[config.mk]
export PLATFORM = sky130hd
export DESIGN_NAME = alu8_flags
export DESIGN_NICKNAME = d
export VERILOG_FILES = /design/src/rtl/alu8_pkg.sv /design/src/rtl/alu8_addsub.sv /design/src/rtl/alu8_logic.sv /design/src/rtl/alu8_flags.sv
export SDC_FILE = /design/constraint.sdc
export NUM_CORES = 1
export LEC_CHECK = 0
export ABC_CLOCK_PERIOD_IN_PS = 7730
export CAP_MARGIN = 40
export CORE_AREA = 2 2 68 70
export DETAILED_ROUTE_END_ITERATION = 6
export DIE_AREA = 0 0 70 72
export GPL_ROUTABILITY_DRIVEN = 0
export GPL_TIMING_DRIVEN = 0
export PLACE_DENSITY = 0.81
export SLEW_MARGIN = 20
export SYNTH_ARGS = -nofsm -noshare
export SYNTH_HDL_FRONTEND = slang
export SYNTH_HIERARCHICAL = 1
export SYNTH_SLANG_ARGS = --single-unit
[constraint.sdc]
create_clock -name clk -period 7.73 [get_ports clk]
set_clock_uncertainty 0.15 [all_clocks]
set_input_delay 1.9325 -clock clk [delete_from_list [all_inputs] [get_ports clk]]
set_output_delay 1.9325 -clock clk [all_outputs]
set_load 0.01 [all_outputs]
[src/rtl/alu8_pkg.sv]
package alu8_pkg;
    localparam int DATA_W = 8;
    localparam int OP_W   = 4;
    localparam int HALF_B = DATA_W / 2;

    localparam int FL_S  = 7;
    localparam int FL_Z  = 6;
    localparam int FL_H  = 4;
    localparam int FL_PV = 2;
    localparam int FL_N  = 1;
    localparam int FL_C  = 0;
    localparam logic [7:0] FL_PAD_MASK = 8'hD7;

    typedef enum logic [OP_W-1:0] {
        OP_ADD = 4'd0,
        OP_ADC = 4'd1,
        OP_SUB = 4'd2,
        OP_SBC = 4'd3,
        OP_CMP = 4'd4,
        OP_NEG = 4'd5,
        OP_AND = 4'd6,
        OP_OR  = 4'd7,
        OP_XOR = 4'd8,
        OP_INC = 4'd9,
        OP_DEC = 4'd10,
        OP_CPL = 4'd11,
        OP_SCF = 4'd12,
        OP_CCF = 4'd13
    } alu_op_e;

    typedef enum logic [1:0] {
        LG_AND = 2'd0,
        LG_OR  = 2'd1,
        LG_XOR = 2'd2
    } logic_fn_e;
endpackage

[src/rtl/alu8_addsub.sv]
module alu8_addsub #(
    parameter int W = 8
) (
    input  logic [W-1:0] a,
    input  logic [W-1:0] b,
    input  logic         cin,
    input  logic         sub,
    output logic [W-1:0] sum,
    output logic         cy_out,
    output logic         half_out,
    output logic         ovf
);
    localparam int HB = W / 2;

    logic [W-1:0] b_eff;
    logic         c0;
    logic [HB:0]  lo;
    logic [W:0]   full;

    always_comb begin
        b_eff    = sub ? ~b : b;
        c0       = sub ? ~cin : cin;
        lo       = {1'b0, a[HB-1:0]} + {1'b0, b_eff[HB-1:0]} + {{HB{1'b0}}, c0};
        full     = {1'b0, a} + {1'b0, b_eff} + {{W{1'b0}}, c0};
        sum      = full[W-1:0];
        cy_out   = full[W] ^ sub;
        half_out = lo[HB] ^ sub;
        ovf      = (a[W-1] == b_eff[W-1]) && (full[W-1] != a[W-1]);
    end
endmodule

[src/rtl/alu8_logic.sv]
module alu8_logic
    import alu8_pkg::*;
#(
    parameter int W = 8
) (
    input  logic [W-1:0] a,
    input  logic [W-1:0] b,
    input  logic_fn_e    fn,
    output logic [W-1:0] res,
    output logic         par_even
);
    always_comb begin
        unique case (fn)
            LG_AND:  res = a & b;
            LG_OR:   res = a | b;
            LG_XOR:  res = a ^ b;
            default: res = a ^ b;
        endcase
        par_even = ~(^res);
    end
endmodule

[src/rtl/alu8_flags.sv]
module alu8_flags
    import alu8_pkg::*;
(
    input  logic       clk,
    input  logic       rst_n,
    input  logic       op_valid,
    input  logic [3:0] op_sel,
    input  logic [7:0] acc_in,
    input  logic [7:0] opnd_in,
    input  logic [7:0] flags_in,
    output logic [7:0] result,
    output logic       acc_we,
    output logic [7:0] flags_next,
    output logic [7:0] flags_q
);
    alu_op_e           op;
    logic [DATA_W-1:0] as_a, as_b, as_sum, lg_res;
    logic              as_cin, as_sub, as_cy, as_half, as_ovf, lg_par;
    logic_fn_e         lg_fn;
    logic              we_raw;
    logic              cin_f;

    assign op    = alu_op_e'(op_sel);
    assign cin_f = flags_in[FL_C];

    // adder operand steering
    always_comb begin
        as_a   = acc_in;
        as_b   = opnd_in;
        as_cin = 1'b0;
        as_sub = 1'b0;
        case (op)
            OP_ADC: as_cin = cin_f;
            OP_SUB, OP_CMP: as_sub = 1'b1;
            OP_SBC: begin as_sub = 1'b1; as_cin = cin_f; end
            OP_NEG: begin as_a = '0; as_b = acc_in; as_sub = 1'b1; end
            OP_INC: as_b = 8'd1;
            OP_DEC: begin as_b = 8'd1; as_sub = 1'b1; end
            default: ;
        endcase
    end

    always_comb begin
        case (op)
            OP_AND:  lg_fn = LG_AND;
            OP_OR:   lg_fn = LG_OR;
            default: lg_fn = LG_XOR;
        endcase
    end

    alu8_addsub #(.W(DATA_W)) u_addsub (
        .a(as_a), .b(as_b), .cin(as_cin), .sub(as_sub),
        .sum(as_sum), .cy_out(as_cy), .half_out(as_half), .ovf(as_ovf)
    );

    alu8_logic #(.W(DATA_W)) u_logic (
        .a(acc_in), .b(opnd_in), .fn(lg_fn), .res(lg_res), .par_even(lg_par)
    );

    // result, write strobe and flag rules
    always_comb begin
        logic [7:0] fl;
        fl     = flags_in & FL_PAD_MASK;
        result = acc_in;
        we_raw = 1'b0;
        case (op)
            OP_ADD, OP_ADC, OP_SUB, OP_SBC, OP_CMP, OP_NEG: begin
                result    = as_sum;
                we_raw    = (op != OP_CMP);
                fl[FL_S]  = as_sum[DATA_W-1];
                fl[FL_Z]  = (as_sum == '0);
                fl[FL_H]  = as_half;
                fl[FL_PV] = as_ovf;
                fl[FL_N]  = as_sub;
                fl[FL_C]  = as_cy;
            end
            OP_AND, OP_OR, OP_XOR: begin
                result    = lg_res;
                we_raw    = 1'b1;
                fl[FL_S]  = lg_res[DATA_W-1];
                fl[FL_Z]  = (lg_res == '0);
                fl[FL_H]  = (op == OP_AND);
                fl[FL_PV] = lg_par;
                fl[FL_N]  = 1'b0;
                fl[FL_C]  = 1'b0;
            end
            OP_INC, OP_DEC: begin
                result    = as_sum;
                we_raw    = 1'b1;
                fl[FL_S]  = as_sum[DATA_W-1];
                fl[FL_Z]  = (as_sum == '0);
                fl[FL_H]  = as_half;
                fl[FL_PV] = as_ovf;
                fl[FL_N]  = as_sub;
            end
            OP_CPL: begin
                result   = ~acc_in;
                we_raw   = 1'b1;
                fl[FL_H] = 1'b1;
                fl[FL_N] = 1'b1;
            end
            OP_SCF: begin
                fl[FL_C] = 1'b1;
                fl[FL_H] = 1'b0;
                fl[FL_N] = 1'b0;
            end
            OP_CCF: begin
                fl[FL_H] = cin_f;
                fl[FL_C] = ~cin_f;
                fl[FL_N] = 1'b0;
            end
            default: ;
        endcase
        flags_next = fl;
    end

    assign acc_we = op_valid & we_raw;

    // flag register
    always_ff @(posedge clk or negedge rst_n) begin
        if (!rst_n)        flags_q <= '0;
        else if (op_valid) flags_q <= flags_next;
    end

    // assertions
    assert_pad_zero_R1: assert property (@(posedge clk) disable iff (!rst_n)
        flags_q[5] == 1'b0 && flags_q[3] == 1'b0);

    assert_add_nflag_R2: assert property (@(posedge clk) disable iff (!rst_n)
        (op_valid && (op_sel == 4'd0 || op_sel == 4'd1)) |-> (!flags_next[FL_N] && acc_we));

    assert_sub_nflag_R3: assert property (@(posedge clk) disable iff (!rst_n)
        (op_valid && (op_sel == 4'd2 || op_sel == 4'd3 || op_sel == 4'd5)) |-> flags_next[FL_N]);

    assert_cmp_nowrite_R4: assert property (@(posedge clk) disable iff (!rst_n)
        (op_sel == 4'd4) |-> !acc_we);

    assert_logic_nc_R5: assert property (@(posedge clk) disable iff (!rst_n)
        (op_valid && op_sel >= 4'd6 && op_sel <= 4'd8) |->
            (!flags_next[FL_N] && !flags_next[FL_C] && flags_next[FL_Z] == (result == 8'd0)));

    assert_incdec_carry_R6: assert property (@(posedge clk) disable iff (!rst_n)
        (op_sel == 4'd9 || op_sel == 4'd10) |-> (flags_next[FL_C] == flags_in[FL_C]));

    assert_cpl_result_R7: assert property (@(posedge clk) disable iff (!rst_n)
        (op_sel == 4'd11) |-> (result == ~acc_in));

    assert_scf_set_R8: assert property (@(posedge clk) disable iff (!rst_n)
        (op_sel == 4'd12) |-> (flags_next[FL_C] && !flags_next[FL_N] && !acc_we));

    assert_flag_load_R9: assert property (@(posedge clk) disable iff (!rst_n)
        op_valid |=> (flags_q == $past(flags_next)));

    assert_flag_hold_R9: assert property (@(posedge clk) disable iff (!rst_n)
        !op_valid |=> $stable(flags_q));

    assert_unused_nowrite_R10: assert property (@(posedge clk) disable iff (!rst_n)
        (op_sel >= 4'd14) |-> (!acc_we && result == acc_in));

    assert_invalid_nowrite_R11: assert property (@(posedge clk) disable iff (!rst_n)
        !op_valid |-> !acc_we);
endmodule

==> results of run 1 <==
[cell families (layout without fill, tap and decap cells)]
kind of cell / count (synthesis) / in the layout / share of synthesized area
multiplexers: 4 / 4 / 0.02223
AND/OR/NAND/NOR: 104 / 104 / 0.2428
other: 1 / 4 / 0.001801
buffers and inverters: 46 / 110 / 0.1070
adder cells (fa/ha/maj): 25 / 25 / 0.1575
flip-flops: 6 / 6 / 0.07211
XOR/XNOR: 24 / 24 / 0.1142
AO/OA/AOI/OAI: 76 / 76 / 0.2825
[final cells by class]
class,count,area [um^2]
Inverter,27,101.3
Sequential cell,6,150.1
Clock buffer,3,41.29
Tap cell,52,65.06
Multi-Input combinational cell,237,1804
Buffer,19,177.7
Timing Repair Buffer,61,584.3
Fill cell,373,1340
[power groups by stage]
stage	Combinational, mW	Clock, mW	Sequential [mW]
2_1_floorplan	0.181	0	0.0435
3_3_place_gp	0.282	0	0.0404
3_5_place_dp	0.286	0	0.0407
4_1_cts	0.311	0.0500	0.0404
5_1_grt	0.350	0.0509	0.0415
6_report	0.326	0.0493	0.0403
[cells in the final DEF (no fill, tap or decap), types with 8 or more instances in the layout]
cell type / n
xnor2_1: 8
clkdlybuf4s50_1: 38
buf_6: 10
inv_1: 26
a22o_1: 11
ha_1: 23
nand2_1: 29
buf_4: 18
nor2_1: 36
xor2_1: 11
nor2b_1: 14
a21oi_1: 14
[critical path, stage by stage]
cell and delay [ps]:
dlygate4sd2_1 270, buf_6 130, clkbuf_8 160, xnor2_1 130, nor2_1 50, a31o_2 230, buf_6 160, xor2_1 180
fa_2 390, buf_4 150, a21o_1 180, a21oi_4 170, o31ai_4 110, xor2_2 190, buf_4 160, or4_1 490
nor2_2 120, a32oi_2 80, nand2_1 100, clkdlybuf4s15_2 220
[routing by layer]
metal | up-vias | GRT usage | part of all wire
met5 | - | 0 | 0
met3 | 11 | 0.01944 | 0.079
met4 | 0 | 0.09402 | 0.013
met1 | 1096 | 0.3090 | 0.41
li1 | 1121 | - | -
met2 | 112 | 0.4307 | 0.49
[what timing repair did]
action,in CTS,in global routing
endpoints found under the setup margin,12,9
gates resized for setup,37,10
pin swaps,14,5
setup buffers,10,3
[worst max-delay path by stage]
stage,to,slack (ps),cells after the start
4_1_cts,flags_next[6],10,17
6_report,flags_next[6],20,20
3_5_place_dp,flags_next[6],-1180,19
2_1_floorplan,flags_next[6],430,17
5_1_grt,flags_next[6],-120,19
3_3_place_gp,flags_next[6],-1150,19
[through the flow]
| stage | instances | total power, mW | util |
|---|---|---|---|
| after global placement | 389 | 0.3226 | 0.6188 |
| after CTS | 402 | 0.4018 | 0.6728 |
| after global routing | 405 | 0.4421 | 0.6857 |
| final | 405 | 0.4156 | 0.6857 |
| after detailed placement | 389 | 0.3269 | 0.6188 |
| after floorplan | 289 | 0.2244 | - |
==> impl_results.md, run 1 <==
- Clock power share: 0.119
- Vias in the first global route: 2195
- Top FF cell, synth: dfrtp_1
- Period utilisation layout: 0.9969
- Pwr dens: 142.1 nW/um^2
- # H-tree levels: 1
- FF+latch count, synth: 6
- Total gr overflow: 0
- Fin. Hold Viols: 0
- Endpoint, Worst Hold: flags_q[4]$_DFFE_PN0P_
- Worst-Margin Slew: 546.5 ps
- Syn_area_per_cell: 7.280 um^2
- Most numerous cell in the Yosys netlist: nor2_1
- Detailed-route via count: 2340
- First-pass GRT wire length: 10010 um
- Pre-CTS WS: -1176 ps
- Fraction of registers with async set/reset: 1.000
- Crit end category: primary output
- CTS tree: yes
- Final HPWL DP: 4604 um
- Worst Hold Depth: 2
- Tmin final: 7706 ps
- Maxcap violations: 0
- Slew Limit Fails: 0
- Total Routing Usage GR: 0.2431
- Drt total wl: 6239 um
- Setup TNS: 0 ps
- Synthesized cell area: 2082 um^2
- Largest registers: flags_q (6)
- Largest net degree at the start of global routing: 11
- CTS Buf Count: 3
- Reg clk slew, reported paths: 30 ps
- DRC Markers: 0
- CP Launch Type: primary input
- Die span in x: 70 um
- DP Area: 2639 um^2
- Largest register FFs: 6
- Post-route ant nets: 0
- Reg-to-reg critical path startpoint: flags_q[1]$_DFFE_PN0P_
- Outcome: finished, final reports clean
- RSZ-0062 raised after global routing: yes
- Sequential Power Share: 0.097
- Routed WL per cell: 15.40 um
- Hold buffers post-CTS: 0
- Layout net count: 411
- Die area: 5040 um^2
- CP startpoint: op_sel[1]
- Die Ht: 72 um
- Top post-synthesis cells by area: ha_1 14%, dfrtp_1 7.2%, nor2_1 6.7%
- Fin area: 2924 um^2
- Post-Synthesis Cells: 286
- Fmax: 129.8 MHz
- Reg-to-reg slack, setup: 6850 ps
- Leak: 1.406 nW
- Clk root buf: clkbuf_8
- Yosys warning total: 6
- Avg Vias per Cell: 5.778
- RR Endpoint: flags_q[1]$_DFFE_PN0P_
- Worst Path Required: 5650 ps
- Worst-case reg-to-reg path depth: 1
- Total clock sinks: 6
- Unique cell type count in the Yosys netlist: 58
- Logic pwr share: 0.784
- Core Footprint: 4264 um^2
- Crit path kind: primary input to primary output
- Initial antenna violation count: 0
- Drt first-iter violations: 142
- Hold slack: 327.7 ps
- Worst path arrival time: 5620 ps
- Post-synthesis sequential area ratio: 0.07212
- DR pass1 iterations: 6
- EDFF count, synth: 0
- I/O Pins: 56
- Hold wc startpoint: flags_q[4]$_DFFE_PN0P_
- Worst min-delay path category: flip-flop to flip-flop
- Worst-skew pair later-pin latency: 230 ps
- CTS Buffer Depth: 2
- Yosys top cell by area: ha_1
- Int Pwr: 0.2322 mW
- # setup viols final: 0
- Layout cells sized above 1: 0.1700
- Area grow syn2layout: 40.44%
- Biggest register: flags_q
- Synth top cells by count: 37 x nor2_1, 29 x nand2_1, 27 x inv_1
- Buffers added on ports: 48
- Antenna Cells: 0
- Switching share of power: 0.4412
- Net Switching: 0.1834 mW
- Worst Path Max Fanout: 10
- Worst Slack Setup Final: 23.80 ps
- Yosys top cell area share: 0.1382
- Worst slew margin: 0.6343
- Placement Rows: 24
- Initial core utilization: 0.4883
- Worst vdd ir: 60.99 uV
Note: power is estimated with default switching activity, not from simulation.
==> inputs of run 2 (changes only) <==
--- a/config.mk
+++ b/config.mk
@@ -7,12 +7,13 @@
 export LEC_CHECK = 0
 export ABC_CLOCK_PERIOD_IN_PS = 7730
 export CAP_MARGIN = 40
-export CORE_AREA = 2 2 68 70
+export CORE_AREA = 2 2 67 69
+export CTS_BUF_LIST = sky130_fd_sc_hd__clkbuf_4
 export DETAILED_ROUTE_END_ITERATION = 6
-export DIE_AREA = 0 0 70 72
+export DIE_AREA = 0 0 69 71
 export GPL_ROUTABILITY_DRIVEN = 0
 export GPL_TIMING_DRIVEN = 0
-export PLACE_DENSITY = 0.81
+export PLACE_DENSITY = 0.83
 export SLEW_MARGIN = 20
 export SYNTH_ARGS = -nofsm -noshare
 export SYNTH_HDL_FRONTEND = slang
==> run 2 against run 1 <==
Combinational power fell by 2%. Sequential share of layout area rose by 0.096 points. Final cell count fell by 0.99%. Sequential power barely moved. Sequential cell count did not move. Routed wire length rose by 0.43%. Maximum frequency rose by 0.18%. Core utilization fell by 0.30 points. Critical path depth fell by 2. Non-clock buffer count fell by 4.
==> impl_results.md, run 2 (same netlist as run 1, synthesis figures left out) <==
- Outcome: finished, final reports clean
- Fillers: 361 (-3.2%)
- Reg clk slew, reported paths: 40 ps (about the same)
- Worst path arrival time: 5610 ps (about the same)
- Avg Vias per Cell: 5.798 (+0.35%)
- Commonest non-fill, non-tap cell in the layout: clkdlybuf4s50_1
- Antenna Cells: 0 (unchanged)
- Setup TNS: 0 ps (unchanged)
- Crit end category: primary output
- Commonest cells after routing, fill and taps aside: 38 x clkdlybuf4s50_1, 36 x nor2_1, 29 x nand2_1
- Worst Slack Setup Final: 37.85 ps (+14.05 ps)
- Placement Rows: 24 (unchanged)
- Total Routing Usage GR: 0.2531 (+0.01003)
- Fmax: 130.0 MHz (+0.18%)
- Final core utilization: 0.6827 (-0.003001)
- Maxcap violations: 0 (unchanged)
- Initial antenna violation count: 0 (unchanged)
- CTS Buffer Depth: 2 (unchanged)
- Final Non-Filler Cells: 401 (-0.99%)
- Detailed-route via count: 2325 (-0.64%)
- Total gr overflow: 0 (unchanged)
- Total clock sinks: 6 (unchanged)
- Total power: 0.3915 mW (-5.8%)
- Largest register FFs: 6 (unchanged)
- Final HPWL DP: 4720 um (+2.5%)
- Area grow syn2layout: 37.86%
- Worst-skew pair later-pin latency: 250 ps (+20 ps)
- Drt first-iter violations: 196 (+38%)
- Initial core utilization: 0.4952 (+0.006975)
- I/O Pins: 56 (unchanged)
- Routed WL per cell: 15.63 um (+1.4%)
- CTS tree: yes
- DRC Markers: 0 (unchanged)
- Slew Limit Fails: 0 (unchanged)
- Post-route ant nets: 0 (unchanged)
- Worst min-delay path category: flip-flop to flip-flop
- Fin. Hold Viols: 0 (unchanged)
- Pwr dens: 136.4 nW/um^2 (-4.0%)
- # H-tree levels: 1 (unchanged)
- CP Launch Type: primary input
- First-pass GRT wire length: 10230 um (+2.1%)
- Vias in the first global route: 2227 (+1.5%)
- Worst vdd ir: 52.67 uV (-14%)
- Buffers added on ports: 48 (unchanged)
- CTS Buf Count: 3 (unchanged)
- Worst Path Required: 5650 ps (about the same)
- Die Ht: 71 um (-1.4%)
- Pre-CTS WS: -1126 ps (+49.85 ps)
- Largest registers: flags_q (6)
- Crit path kind: primary input to primary output
- Drt total wl: 6266 um (+0.43%)
- Worst Path Max Fanout: 10 (unchanged)
- Worst-Margin Slew: 522.7 ps (-23.79 ps)
- Core Footprint: 4204 um^2 (-1.4%)
- Layout cells sized above 1: 0.1691 (-0.0009172)
- Period utilisation layout: 0.9951 (-0.001817)
- Layout net count: 407 (-0.97%)
- Hold buffers post-CTS: 0 (unchanged)
- Largest net degree at the start of global routing: 11 (unchanged)
- RSZ-0062 raised after global routing: yes
- Die area: 4899 um^2 (-2.8%)
- Tmin final: 7692 ps (-14.05 ps)
- DR pass1 iterations: 4 (-2)
- Leak: 1.366 nW (-2.8%)
- Clk root buf: clkbuf_4
- # setup viols final: 0 (unchanged)
- Placed cell count: 389 (unchanged)
- Die span in x: 69 um (-1.4%)
- Worst slew margin: 0.6502 (+0.01592)
- Biggest register: flags_q
## run 2: worst paths after layout
kind	startpoint	end	slack (ps)	depth (start not counted)
min reg2reg	flags_q[1]$_DFFE_PN0P_	flags_q[1]$_DFFE_PN0P_	350	1
max	op_sel[2]	flags_next[6]	40	18
max in group asynchronous	rst_n	flags_q[7]$_DFFE_PN0P_	5440	1
min	flags_q[1]$_DFFE_PN0P_	flags_q[1]$_DFFE_PN0P_	350	1
max reg2reg	flags_q[1]$_DFFE_PN0P_	flags_q[1]$_DFFE_PN0P_	6850	1
min in group asynchronous	rst_n	flags_q[4]$_DFFE_PN0P_	1760	1
## run 2: per-layer routing
| metal | routed length (um) | track usage |
|---|---|---|
| met1 | 2576 | 0.3009 |
| met2 | 3075 | 0.4765 |
| met3 | 449 | 0.02137 |
| met4 | 165 | 0.08715 |
| met5 | 0 | 0 |
## run 2: critical path: stages
cell and delay, ps:
dlygate4sd2_1 360, buf_4 230, xnor2_1 130, nor2_1 60
a31o_2 230, buf_6 160, xor2_1 180, fa_2 390
fa_2 400, a21oi_4 190, o22ai_2 110, nor2_1 170
xnor2_1 110, or4_1 420, nor2_2 140, a32oi_2 80
nand2_1 90, clkdlybuf4s15_2 220
## run 2: power breakdown
part,internal (mW),switching (mW)
registers,0.0373,0.00284
logic,0.157,0.163
clock network,0.0177,0.0137
## run 2: cell type report
type                    instances  area (um^2)  share of cell area
clock buffers                   3        22.52            0.007847
flip-flops and latches          6        150.1             0.05231
well taps                      52        65.06             0.02267
multi-input cells             237         1807              0.6295
inverters                      27        101.3             0.03531
plain buffers                  19        177.7             0.06190
repair buffers                 57        546.8              0.1905
## run 2: through the flow
stage / instance area, um^2 / hold slack, ps
floorplan: 2093 / 367.4
global placement: 2639 / 314.5
detailed placement: 2639 / 318.7
CTS: 2796 / 355.9
global route: 2870 / 391.2
finish: 2870 / 352.7
## run 2: timing repair
action,in CTS,in global routing
pin swaps,8,8
setup endpoints to repair,12,9
gates resized for setup,38,13
setup buffers,7,2
cloned,0,0
==> inputs of run 3 (changes only) <==
--- a/config.mk
+++ b/config.mk
@@ -9,6 +9,7 @@
 export CAP_MARGIN = 40
 export CORE_AREA = 2 2 67 69
 export CTS_BUF_LIST = sky130_fd_sc_hd__clkbuf_4
+export CTS_CLUSTER_SIZE = 28
 export DETAILED_ROUTE_END_ITERATION = 6
 export DIE_AREA = 0 0 69 71
 export GPL_ROUTABILITY_DRIVEN = 0
==> results of run 3 <==
No change in the layout: final DEF, timing and power equal those of run 2.
